### config.mk
export PLATFORM = sky130hd
export DESIGN_NAME = mac_stat_irq
export DESIGN_NICKNAME = d
export VERILOG_FILES = /design/src/rtl/mac_stat_pkg.sv /design/src/rtl/stat_cell.sv /design/src/rtl/stat_mask_ctl.sv /design/src/rtl/mac_stat_irq.sv
export SDC_FILE = /design/constraint.sdc
export NUM_CORES = 1
export LEC_CHECK = 0
export BUFFER_PORTS_ARGS = -buffer_cell sky130_fd_sc_hd__buf_2
export CAP_MARGIN = 10
export CORE_MARGIN = 3
export CORE_UTILIZATION = 40
export DETAILED_ROUTE_END_ITERATION = 8
export SLEW_MARGIN = 20
export SYNTH_ARGS = -nofsm -noshare
export SYNTH_HDL_FRONTEND = slang
export SYNTH_SLANG_ARGS = --single-unit
### constraint.sdc
create_clock -name clk -period 4.9 [get_ports clk]
set_input_delay 0.245 -clock clk [delete_from_list [all_inputs] [get_ports clk]]
set_output_delay 0.245 -clock clk [all_outputs]
set_load 0.1 [all_outputs]
### src/rtl/mac_stat_pkg.sv
package mac_stat_pkg;
  localparam int AW      = 12;
  localparam int DW      = 32;
  localparam int LANES   = DW / 8;
  localparam int NUM_CNT = 4;

  localparam logic [AW-1:0] A_STS_RX  = 12'h104;
  localparam logic [AW-1:0] A_STS_TX  = 12'h108;
  localparam logic [AW-1:0] A_MSK_RX  = 12'h10C;
  localparam logic [AW-1:0] A_MSK_TX  = 12'h110;

  // counter order: unicast, crc, align, tx good
  localparam logic [AW-1:0] A_CNT [NUM_CNT] = '{12'h120, 12'h124, 12'h128, 12'h12C};
  localparam int            STS_POS [NUM_CNT] = '{17, 5, 6, 21};
  localparam bit            ON_TX   [NUM_CNT] = '{1'b0, 1'b0, 1'b0, 1'b1};

  localparam logic [DW-1:0] RX_LIVE = 32'h0002_0060;
  localparam logic [DW-1:0] TX_LIVE = 32'h0020_0000;
endpackage

### src/rtl/stat_cell.sv
module stat_cell #(
  parameter int CNT_W = 32
) (
  input  logic             clk,
  input  logic             rst_n,
  input  logic             evt,
  input  logic             rd_clr,
  output logic [CNT_W-1:0] cnt,
  output logic             flag
);
  localparam logic [CNT_W-1:0] BELOW_HALF = {1'b0, {(CNT_W-1){1'b1}}};

  logic msb_rise;
  assign msb_rise = evt && (cnt == BELOW_HALF);

  always_ff @(posedge clk) begin
    if (!rst_n) begin
      cnt <= '0;
    end else if (evt) begin
      cnt <= cnt + 1'b1;
    end
  end

  always_ff @(posedge clk) begin
    if (!rst_n) begin
      flag <= 1'b0;
    end else if (msb_rise) begin
      flag <= 1'b1;
    end else if (rd_clr) begin
      flag <= 1'b0;
    end
  end

  a_r2_wrap: assert property (@(posedge clk) disable iff (!rst_n)
    evt && (&cnt) |=> cnt == '0);
  a_r2_hold: assert property (@(posedge clk) disable iff (!rst_n)
    !evt |=> $stable(cnt));
  a_r3_set_on_msb: assert property (@(posedge clk) disable iff (!rst_n)
    $rose(cnt[CNT_W-1]) |-> flag);
  a_r4_clear: assert property (@(posedge clk) disable iff (!rst_n)
    rd_clr && !msb_rise |=> !flag);
  a_r5_set_wins: assert property (@(posedge clk) disable iff (!rst_n)
    rd_clr && msb_rise |=> flag);
  a_r4_sticky: assert property (@(posedge clk) disable iff (!rst_n)
    flag && !rd_clr |=> flag);
endmodule

### src/rtl/stat_mask_ctl.sv
module stat_mask_ctl
  import mac_stat_pkg::*;
(
  input  logic          clk,
  input  logic          rst_n,
  input  logic          wr_rx,
  input  logic          wr_tx,
  input  logic [LANES-1:0] be,
  input  logic [DW-1:0] wdata,
  input  logic [DW-1:0] sts_rx,
  input  logic [DW-1:0] sts_tx,
  output logic [DW-1:0] mask_rx,
  output logic [DW-1:0] mask_tx,
  output logic          irq_rx,
  output logic          irq_tx
);
  logic [DW-1:0] nxt_rx, nxt_tx;

  always_comb begin
    nxt_rx = mask_rx;
    nxt_tx = mask_tx;
    for (int b = 0; b < LANES; b++) begin
      if (be[b]) begin
        nxt_rx[8*b +: 8] = wdata[8*b +: 8];
        nxt_tx[8*b +: 8] = wdata[8*b +: 8];
      end
    end
  end

  always_ff @(posedge clk) begin
    if (!rst_n) begin
      mask_rx <= '0;
      mask_tx <= '0;
    end else begin
      if (wr_rx) mask_rx <= nxt_rx & RX_LIVE;
      if (wr_tx) mask_tx <= nxt_tx & TX_LIVE;
    end
  end

  assign irq_rx = |(sts_rx & ~mask_rx);
  assign irq_tx = |(sts_tx & ~mask_tx);

  a_r7_rx_hold: assert property (@(posedge clk) disable iff (!rst_n)
    !wr_rx |=> $stable(mask_rx));
  a_r7_tx_hold: assert property (@(posedge clk) disable iff (!rst_n)
    !wr_tx |=> $stable(mask_tx));
  a_r8_rx_src: assert property (@(posedge clk) disable iff (!rst_n)
    irq_rx |-> sts_rx != '0);
  a_r8_tx_src: assert property (@(posedge clk) disable iff (!rst_n)
    irq_tx |-> sts_tx != '0);
endmodule

### src/rtl/mac_stat_irq.sv
module mac_stat_irq
  import mac_stat_pkg::*;
#(
  parameter int CNT_W = 32
) (
  input  logic          clk,
  input  logic          rst_n,
  input  logic          rx_ucast_ok,
  input  logic          rx_crc_bad,
  input  logic          rx_align_bad,
  input  logic          tx_frame_ok,
  input  logic [AW-1:0] bus_addr,
  input  logic [3:0]    bus_be,
  input  logic          bus_rd,
  input  logic          bus_wr,
  input  logic [DW-1:0] bus_wdata,
  output logic [DW-1:0] bus_rdata,
  output logic          irq_rx,
  output logic          irq_tx
);
  logic [NUM_CNT-1:0] evt, rd_clr, flag;
  logic [CNT_W-1:0]   cnt_q [NUM_CNT];
  logic [DW-1:0]      sts_rx, sts_tx, mask_rx, mask_tx;
  logic [DW-1:0]      rd_mux, lane_m;

  assign evt = {tx_frame_ok, rx_align_bad, rx_crc_bad, rx_ucast_ok};

  for (genvar i = 0; i < NUM_CNT; i++) begin : g_cell
    assign rd_clr[i] = bus_rd && bus_be[0] && (bus_addr == A_CNT[i]);
    stat_cell #(.CNT_W(CNT_W)) u_cell (
      .clk    (clk),
      .rst_n  (rst_n),
      .evt    (evt[i]),
      .rd_clr (rd_clr[i]),
      .cnt    (cnt_q[i]),
      .flag   (flag[i])
    );
  end

  always_comb begin
    sts_rx = '0;
    sts_tx = '0;
    for (int i = 0; i < NUM_CNT; i++) begin
      if (ON_TX[i]) sts_tx[STS_POS[i]] = flag[i];
      else          sts_rx[STS_POS[i]] = flag[i];
    end
  end

  stat_mask_ctl u_mask (
    .clk     (clk),
    .rst_n   (rst_n),
    .wr_rx   (bus_wr && bus_addr == A_MSK_RX),
    .wr_tx   (bus_wr && bus_addr == A_MSK_TX),
    .be      (bus_be),
    .wdata   (bus_wdata),
    .sts_rx  (sts_rx),
    .sts_tx  (sts_tx),
    .mask_rx (mask_rx),
    .mask_tx (mask_tx),
    .irq_rx  (irq_rx),
    .irq_tx  (irq_tx)
  );

  for (genvar b = 0; b < LANES; b++) begin : g_lane
    assign lane_m[8*b +: 8] = {8{bus_be[b]}};
  end

  always_comb begin
    rd_mux = '0;
    unique case (bus_addr)
      A_STS_RX: rd_mux = sts_rx;
      A_STS_TX: rd_mux = sts_tx;
      A_MSK_RX: rd_mux = mask_rx;
      A_MSK_TX: rd_mux = mask_tx;
      default:  rd_mux = '0;
    endcase
    for (int i = 0; i < NUM_CNT; i++) begin
      if (bus_addr == A_CNT[i]) rd_mux[CNT_W-1:0] = cnt_q[i];
    end
  end

  always_ff @(posedge clk) begin
    if (!rst_n)      bus_rdata <= '0;
    else if (bus_rd) bus_rdata <= rd_mux & lane_m;
    else             bus_rdata <= '0;
  end

  a_r9_idle_zero: assert property (@(posedge clk) disable iff (!rst_n)
    !bus_rd |=> bus_rdata == '0);
  a_r6_rx_reserved: assert property (@(posedge clk) disable iff (!rst_n)
    (sts_rx & ~RX_LIVE) == '0);
  a_r6_sts_ro: assert property (@(posedge clk) disable iff (!rst_n)
    bus_wr && bus_addr == A_STS_TX && !tx_frame_ok && !bus_rd |=> $stable(sts_tx));
endmodule

==> results of run 1 <==
worst max path at each step:
stage / from / endpoint / slack [ns] / cells past startpoint
floorplan: g_cell[1].u_cell.flag / irq_rx / 2.76 / 2
global placement: bus_addr[3] / bus_rdata[30] / 2.44 / 6
detailed placement: g_cell[0].u_cell.cnt[5] / g_cell[0].u_cell.cnt[31] / 2.39 / 4
CTS: g_cell[0].u_cell.cnt[5] / g_cell[0].u_cell.cnt[31] / 2.38 / 4
global route: g_cell[1].u_cell.cnt[0] / g_cell[1].u_cell.cnt[26] / 2.20 / 5
finish: g_cell[0].u_cell.cnt[5] / g_cell[0].u_cell.cnt[31] / 2.39 / 4
state kept, by name (all words and copies together) (netlist names):
signal              flops
g_cell.u_cell.flag      4
bus_rdata              32
g_cell.u_cell.cnt     128
u_mask.mask_rx          3
u_mask.mask_tx          1
kinds of logic (layout without fill, tap and decap cells):
| logic type | count (synthesis) | count (layout) | share of synthesized area (%) |
|---|---|---|---|
| AOI/OAI and AO/OA | 214 | 214 | 15.8 |
| xor gates and xnor gates | 44 | 44 | 4.60 |
| adders and majority gates | 4 | 4 | 0.597 |
| buffers and inverters | 85 | 124 | 4.16 |
| DFF | 168 | 168 | 40.1 |
| muxes | 50 | 50 | 6.00 |
| and+or+nand+nor | 423 | 423 | 28.8 |
cell type report:
type / instances / area, µm² / area share [%]
clock inverters: 12 / 153 / 1.62
repair buffers: 67 / 350 / 3.72
multi-input cells: 735 / 4680 / 49.7
inverters: 27 / 103 / 1.09
clock buffers: 18 / 429 / 4.56
well taps: 270 / 338 / 3.59
flip-flops and latches: 168 / 3360 / 35.7
worst min-delay path, stage by stage:
cell and delay [ns]:
buf_2 0.11, nand4_1 0.06, a21oi_1 0.06
power groups by stage:
| stage | Combinational [mW] | Sequential (mW) | Clock [mW] |
|---|---|---|---|
| after floorplan | 0.0742 | 1.41 | 0 |
| final | 0.109 | 1.38 | 1.35 |
| after global placement | 0.108 | 1.41 | 0 |
| after detailed placement | 0.109 | 1.41 | 0 |
| after CTS | 0.109 | 1.38 | 1.37 |
| after global routing | 0.120 | 1.38 | 1.43 |
cell usage in the layout, fill, tap and decap left out, types with 20 or more instances in the layout:
cell type,n
a21oi_1,74
o31ai_1,36
dfxtp_1,168
inv_1,26
or3_1,35
xnor2_1,23
nand2_1,96
a22o_1,28
nand4_1,33
o21ai_0,60
nand3_1,40
nor4_1,20
nor2_1,59
buf_2,61
xor2_1,21
or4_1,47
mux2i_1,48
through the flow:
stage               instances  util (%)  setup WS (ns)  hold WS (ns)  power [mW]
floorplan                 988         -           2.76         0.382        1.48
global placement         1267      43.2           2.44         0.443        1.52
detailed placement       1267      43.2           2.39         0.460        1.52
CTS                      1297      46.1           2.38        0.0982        2.86
global route             1297      46.1           2.20         0.112        2.94
finish                   1297      46.1           2.39         0.112        2.84
routing by layer:
layer | up-vias | global-route usage [%]
met5 | - | 0
met4 | 2 | 5.76
met3 | 27 | 3.56
met2 | 158 | 29.5
met1 | 3477 | 28.0
li1 | 3729 | -
==> impl_metrics.tcl, run 1 <==
set metrics [dict create \
    portBuffers 61 \
    setup_viol_count_final 0 \
    yosysMostFrequentCell "dfxtp_1" \
    ant_nets 0 \
    nNetsFinal 1076 \
    core.rowCount 52 \
    wl_met1_um 10700 \
    antenna_found_initial 1 \
    post_cts_buffers 0 \
    tightest_slew_ns 1.02 \
    synth_top_cell_by_area "dfxtp_1" \
    synthesis.area_um2 8390 \
    fillers 2021 \
    endpoint_kind "flop" \
    routed-via-count 7393 \
    rsz0062_at_grt "false" \
    hold_path_class "in2reg" \
    ctsHoldBuffers 0 \
    die_w_um 151 \
    finalCritPeriodShare_pct 51.2 \
    core_area_um2 20400 \
    seqPwrFrac_pct 48.6 \
    grt_first_pass_wirelength_um 35100 \
    p_int_mw 2.20 \
    maxCapViolCount 0 \
    wl_met2_um 9530 \
    hold_depth 3 \
    wl_um 21700 \
    cp-start-kind "flop" \
    r2r-end "g_cell[0].u_cell.cnt[31]" \
    post_cts_resized 0 \
    die_h_um 151 \
    drtPass1Iterations 5 \
    finalCriticalPeriod_ns 2.51 \
    ys.flop_type "dfxtp_1" \
    io-pin-count 90 \
    grt_max_degree 79 \
    synth.ff_latch_count 168 \
    path_common_cell "or4_1" \
    hp-start "bus_wdata[17]" \
    critPathKind "reg2reg" \
    stdcell_area_um2 9420 \
    cp_top_family "simple AND/OR/NAND/NOR gates" \
    status "finished, final reports clean" \
    top_layer_used "met5" \
    max_slew_margin_pct 31.3 \
    cts_tree "done" \
    worst_hold_path.endpoint "u_mask.mask_rx[17]" \
    cp_max_fo 12 \
    clk_latency_ns 0.42 \
    r2r_setup_slack_ns 2.39 \
    root_buffer "clkbuf_16" \
    grt_usage_pct 19.4 \
    antenna_cells 0 \
    cts_htree_levels 4 \
    timing.fmax_mhz 399 \
    pwr-share-clk_pct 47.5 \
    final_hold_viol_count 0 \
    syn-instance-count 988 \
    cts_max_path_buffers 2 \
    synth_area_leaders "dfxtp_1 40%, mux2i_1 5.7%, a21oi_1 4.4%" \
    cts_made_buffers 17 \
    wl_met3_um 1040 \
    synthTopCellsByCount "168 x dfxtp_1, 96 x nand2_1, 74 x a21oi_1" \
    cts.sinks 168 \
    drc 0 \
    synth_edf_count 0 \
    first_global_vias 6650 \
    p_leak_nw 3.13 \
    reg2reg_from "g_cell[0].u_cell.cnt[5]" \
    yosys.cell_types.count 52 \
    powerDensity_nw_per_um2 302 \
    area_growth_pct 12.3 \
    clk_pin_slew_ns 0.07 \
    reg2regPathDepth 4 \
    p_switching_mw 0.638 \
    viasPerCell 5.70 \
    wl_per_cell_um 16.8 \
    yosysSeqAreaShare_pct 40.1 \
    syn_area_per_cell_um2 8.49 \
    finalClockSkew_ns 0.00938 \
    crit_chain "nand4_1 -> or4_1 -> or4_1 -> a21oi_1" \
    dp_hpwl_um 15500 \
    overflow 0 \
    tns_ns 0 \
    ir_drop_mv 0.158 \
    cp.arrival_ns 2.84 \
    synth_warnings 0 \
    crit_required_ns 5.23 \
    gp_congestion 0.862 \
    async_flop_share_pct 0 \
    combPwrFrac_pct 3.8 \
    slowest_stage "or4_1" \
    placed_area_um2 8830 \
    power_switching_share_pct 22.4 \
    maxSlewViolCount 0 \
    syn-num-nets 1048 \
    drt_iter0_drc 391 \
    max_stage_delay_ns 0.85 \
    drive_above_1_share_pct 11.7 \
    cp_num_buf_inv 0 \
    start_util_pct 41.0 \
    synth.top_cell.area_share_pct 40.1 \
    dieArea_um2 22700 \
]
Note: power is estimated with default switching activity, not from simulation.
==> run 2, diff against run 1 <==
- ABC_AREA: not set -> 1
- clock period: 4.9 -> 2.45 ns (I/O delays scaled with it)
==> impl_metrics.tcl, run 2 <==
set metrics [dict create \
    drtPass1Iterations 5 \
    post_cts_buffers 0 \
    viasPerCell 5.19 \
    yosysMostFrequentCell "nand2_1" \
    stdcell_area_um2 10800 \
    synth_edf_count 0 \
    antenna_found_initial 0 \
    drive_above_1_share_pct 11.3 \
    drt_iter0_drc 865 \
    cts.sinks 168 \
    p_leak_nw 4.04 \
    dieArea_um2 25800 \
    cts_max_path_buffers 2 \
    grt_max_degree 60 \
    wl_um 29600 \
    path_common_cell "nor2_4" \
    hold_path_class "in2reg" \
    core.rowCount 55 \
    synth_top_cell_by_area "dfxtp_1" \
    cts_htree_levels 4 \
    final_cell_mix "337 x nand2_1, 221 x nor2_1, 168 x dfxtp_1, 152 x inv_1, 147 x nand3_1" \
    die_w_um 161 \
    async_flop_share_pct 0 \
    cp_top_family "simple AND/OR/NAND/NOR gates" \
    core_area_um2 23100 \
    rsz0062_at_grt "false" \
    cts_tree "done" \
    overflow 0 \
    routed-via-count 9641 \
    gp_congestion 0.918 \
    root_buffer "clkbuf_16" \
    finalClockSkew_ns 0.0138 \
    synth.top_cell.area_share_pct 35.2 \
    largest_reg_flops 128 \
    layout_commonest_cell "nand2_1" \
    clk_pin_slew_ns 0.08 \
    post_cts_resized 0 \
    setup_viol_count_final 0 \
    crit_start "g_cell[3].u_cell.cnt[0]" \
    largest_register "g_cell.u_cell.cnt" \
    grt_usage_pct 22.8 \
    power.total_mw 5.69 \
    nNetsFinal 1592 \
    max_slew_margin_pct 54.7 \
    synth.ff_latch_count 168 \
    final_hold_viol_count 0 \
    maxCapViolCount 0 \
    syn_area_per_cell_um2 6.45 \
    tightest_slew_ns 0.677 \
    first_global_vias 8567 \
    synth_area_leaders "dfxtp_1 35%, nand2_1 13%, nor2_1 8.7%" \
    slowest_stage "dfxtp_1" \
    synthTopCellsByCount "337 x nand2_1, 221 x nor2_1, 168 x dfxtp_1" \
    antenna_cells 0 \
    ys.flop_type "dfxtp_1" \
    ir_drop_mv 0.469 \
    syn-num-nets 1541 \
    syn-instance-count 1481 \
    synthesis.area_um2 9550 \
    yosysSeqAreaShare_pct 35.2 \
    finalCritPeriodShare_pct 75.2 \
    wl_per_cell_um 15.9 \
    largestRegisters "g_cell.u_cell.cnt (128), bus_rdata (32), g_cell.u_cell.flag (4)" \
    reg2reg_from "g_cell[3].u_cell.cnt[0]" \
    tns_ns 0 \
    finalCriticalPeriod_ns 1.84 \
    placed_area_um2 10100 \
    synth_warnings 0 \
    critPathKind "reg2reg" \
    start_util_pct 41.4 \
    timing.fmax_mhz 543 \
    portBuffers 61 \
    cp.arrival_ns 2.23 \
    cp_max_fo 7 \
    die_h_um 161 \
    crit_chain "ha_1 -> nand3_2 -> nor2_4 -> nand2_4 -> nor2_4 -> nand2_2 -> nor2_4 -> nand2_1 -> nand2_1 -> inv_1 -> nor2_1" \
    fin_hold_ws_ns 0.0226 \
    powerDensity_nw_per_um2 529 \
    maxSlewViolCount 0 \
    yosys.cell_types.count 41 \
    grt_first_pass_wirelength_um 46900 \
    ant_nets 0 \
    cts_made_buffers 17 \
    cp_num_buf_inv 1 \
    status "finished, final reports clean" \
    max_stage_delay_ns 0.46 \
    clk_latency_ns 0.45 \
    dp_hpwl_um 22500 \
    hp-start "bus_be[2]" \
    drc 0 \
    area_growth_pct 12.5 \
    endpoint_kind "flop" \
    cp-start-kind "flop" \
    crit_required_ns 2.84 \
    io-pin-count 90 \
]
==> run 2: per-layer routing <==
metal | up-vias | routed length [µm] | part of all wire, % | GRT usage [%]
li1 | 4936 | - | - | -
met1 | 4394 | 14300 | 48 | 33.5
met2 | 272 | 12900 | 44 | 34.5
met3 | 39 | 1470 | 5.0 | 2.53
met4 | 0 | 842 | 2.8 | 8.32
met5 | - | 0 | 0 | 0
==> run 2: through the flow <==
stage	cells	util, %	setup WS, ns
floorplan	1481	-	0.432
global placement	1820	43.8	0.653
detailed placement	1820	43.8	0.622
CTS	1858	46.6	0.624
global route	1858	46.6	0.400
finish	1858	46.6	0.609
==> run 2: logic make-up after synthesis <==
logic type               synth area share [%]
AND/OR/NAND/NOR                          41.7
XOR/XNOR                                 2.93
adder cells (fa/ha/maj)                 0.524
flip-flops                               35.2
buffers and inverters                    8.96
AO/OA/AOI/OAI                            10.7
==> run 2: final cells by class <==
cell class	instances	area (µm²)
repair buffers	81	470
flip-flops and latches	168	3360
clock buffers	21	480
fillers	2420	12300
multi-input cells	1104	5330
inverters	160	602
clock inverters	11	110
well taps	313	392
==> run 2: final timing paths <==
kind / slack (ns) / depth (start not counted) / endpoint
max reg2reg: 0.61 / 11 / g_cell[3].u_cell.cnt[24]
max: 0.61 / 11 / g_cell[3].u_cell.cnt[24]
min reg2reg: 0.49 / 2 / g_cell[2].u_cell.cnt[31]
min: 0.02 / 3 / u_mask.mask_tx[21]
==> run 2: tightest hold or removal path, stage by stage <==
cell and delay, ns:
buf_2 0.12, nand4_1 0.10, o21a_1 0.10
==> run 2: timing repair <==
action,in CTS,in global routing
hold buffers,6,0
endpoints found under the hold margin,5,0
setup endpoints to repair,0,0
==> run 2: where the power goes <==
group	total, mW	internal [mW]	switching, mW
Clock	2.73	1.53	1.20
Sequential	2.76	2.74	0.0197
Combinational	0.198	0.0591	0.139
==> run 3, diff against run 2 <==
- clock period: 2.45 -> 1.5 ns (I/O delays scaled with it)
==> impl_metrics.tcl, run 3 (same netlist as run 2, synthesis figures left out) <==
set metrics [dict create \
    dieArea_um2 25800 \
    core.rowCount 55 \
    nNetsFinal 1822 \
    endpoint_kind "flop" \
    viasPerCell 5.15 \
    final_hold_viol_count 0 \
    cts_tree "done" \
    die_h_um 161 \
    tightest_slew_ns 0.558 \
    hold_depth 3 \
    cts.sinks 168 \
    power_switching_share_pct 24.4 \
    reg2regPathDepth 8 \
    wl_um 33800 \
    max_slew_margin_pct 62.4 \
    tns_ns 0 \
    maxCapViolCount 0 \
    crit_start "g_cell[2].u_cell.cnt[1]" \
    crit_required_ns 1.81 \
    fin_cells 2088 \
    io-pin-count 90 \
    p_leak_nw 5.52 \
    ant_nets 0 \
    cp.arrival_ns 1.78 \
    placed_area_um2 11700 \
    grt_first_pass_wirelength_um 51700 \
    cts_htree_levels 4 \
    first_global_vias 9596 \
    cts_max_path_buffers 2 \
    setup_viol_count_final 0 \
    pwr-share-clk_pct 48.8 \
    portBuffers 61 \
    drive_above_1_share_pct 31.3 \
    status "finished, final reports clean" \
    final_cell_mix "316 x nand2_1, 223 x buf_4, 184 x nor2_1, 141 x inv_1, 130 x nand3_1" \
    finalClockSkew_ns 0.0117 \
    area_growth_pct 39.9 \
    reg2reg_from "g_cell[2].u_cell.cnt[1]" \
    root_buffer "clkbuf_16" \
    cp_max_fo 4 \
    largestRegisters "g_cell.u_cell.cnt (128), bus_rdata (32), g_cell.u_cell.flag (4)" \
    timing.fmax_mhz 679 \
    die_w_um 161 \
    dp_hpwl_um 25500 \
    critPathKind "reg2reg" \
    largest_register "g_cell.u_cell.cnt" \
    ir_drop_mv 0.680 \
    largest_reg_flops 128 \
    seqPwrFrac_pct 46.0 \
    stdcell_area_um2 13400 \
    maxSlewViolCount 0 \
    cp-start-kind "flop" \
    clk_pin_slew_ns 0.07 \
    cts_made_buffers 17 \
    overflow 0 \
    powerDensity_nw_per_um2 733 \
    hold_path_class "in2reg" \
    drc 0 \
    drtPass1Iterations 5 \
    finalCritPeriodShare_pct 98.1 \
    fillers 2189 \
    antenna_cells 0 \
    finalCriticalPeriod_ns 1.47 \
    start_util_pct 41.4 \
    hp-start "rst_n" \
    routed-via-count 10700 \
    power.total_mw 9.79 \
    dp_cells 2021 \
    grt_max_degree 47 \
    core_area_um2 23100 \
    gp_congestion 0.934 \
    combPwrFrac_pct 5.2 \
    p_switching_mw 2.39 \
    wl_per_cell_um 16.2 \
    antenna_found_initial 0 \
    rsz0062_at_grt "true" \
    clk_latency_ns 0.44 \
    layout_commonest_cell "nand2_1" \
    grt_usage_pct 25.1 \
    drt_iter0_drc 936 \
    p_int_mw 7.40 \
]
[run 3: critical path, stage by stage, from the launching register on]
cell and delay [ns]:
dfxtp_2 0.37, ha_4 0.16, nand3_4 0.10, nor2_4 0.13, nand2_2 0.08, nor2_4 0.19, nand2_4 0.09, nor3_4 0.17
nor3_2 0.06
[run 3: worst paths after layout]
check | end | slack (ns)
hold reg to reg | g_cell[2].u_cell.cnt[31] | 0.50
hold / removal | g_cell[1].u_cell.cnt[29] | 0.02
setup / recovery | g_cell[2].u_cell.cnt[14] | 0.03
setup reg to reg | g_cell[2].u_cell.cnt[14] | 0.03
[run 3: per-stage QoR]
step                      hold slack (ns)  worst slack, ns  utilization (%)
after CTS                        -0.00417         -0.00189             54.8
final                              0.0179           0.0280             58.0
after global placement              0.288          -0.0556             50.8
after detailed placement            0.288           -0.132             50.8
after floorplan                     0.199          0.00699                -
after global routing               0.0366          -0.0847             58.0
[run 3: timing repair]
action                                  CTS  global route
hold endpoints to repair                  8             0
buffers inserted                          3            22
endpoints found under the setup margin   45            84
hold buffers                             10             0
cloned                                    0             0
pin swaps                                14            52
resized for setup                        48           172
[run 3: power groups by stage]
stage / clock (mW) / combinational (mW) / sequential (mW)
final: 4.78 / 0.505 / 4.51
after global routing: 4.99 / 0.545 / 4.51
after CTS: 4.84 / 0.440 / 4.50
after detailed placement: 0 / 0.408 / 4.60
after global placement: 0 / 0.405 / 4.60
after floorplan: 0 / 0.198 / 4.60
[run 3: per-layer routing]
layer | global-route usage, % | vias to the layer above | share of wire (%) | routed length, µm
met3 | 4.23 | 45 | 7.0 | 2370
li1 | - | 5417 | - | -
met5 | 0 | - | 0 | 0
met4 | 6.43 | 0 | 2.2 | 729
met2 | 38.8 | 362 | 45 | 15100
met1 | 36.2 | 4925 | 46 | 15600
[run 3: final cells by class]
cell class | instances | area (µm²) | share of cell area [%]
repair buffers | 311 | 2340 | 17.5
flip-flops and latches | 168 | 3430 | 25.7
clock inverters | 14 | 185 | 1.39
multi-input cells | 1104 | 5980 | 44.7
inverters | 160 | 602 | 4.50
clock buffers | 18 | 439 | 3.29
well taps | 313 | 392 | 2.93
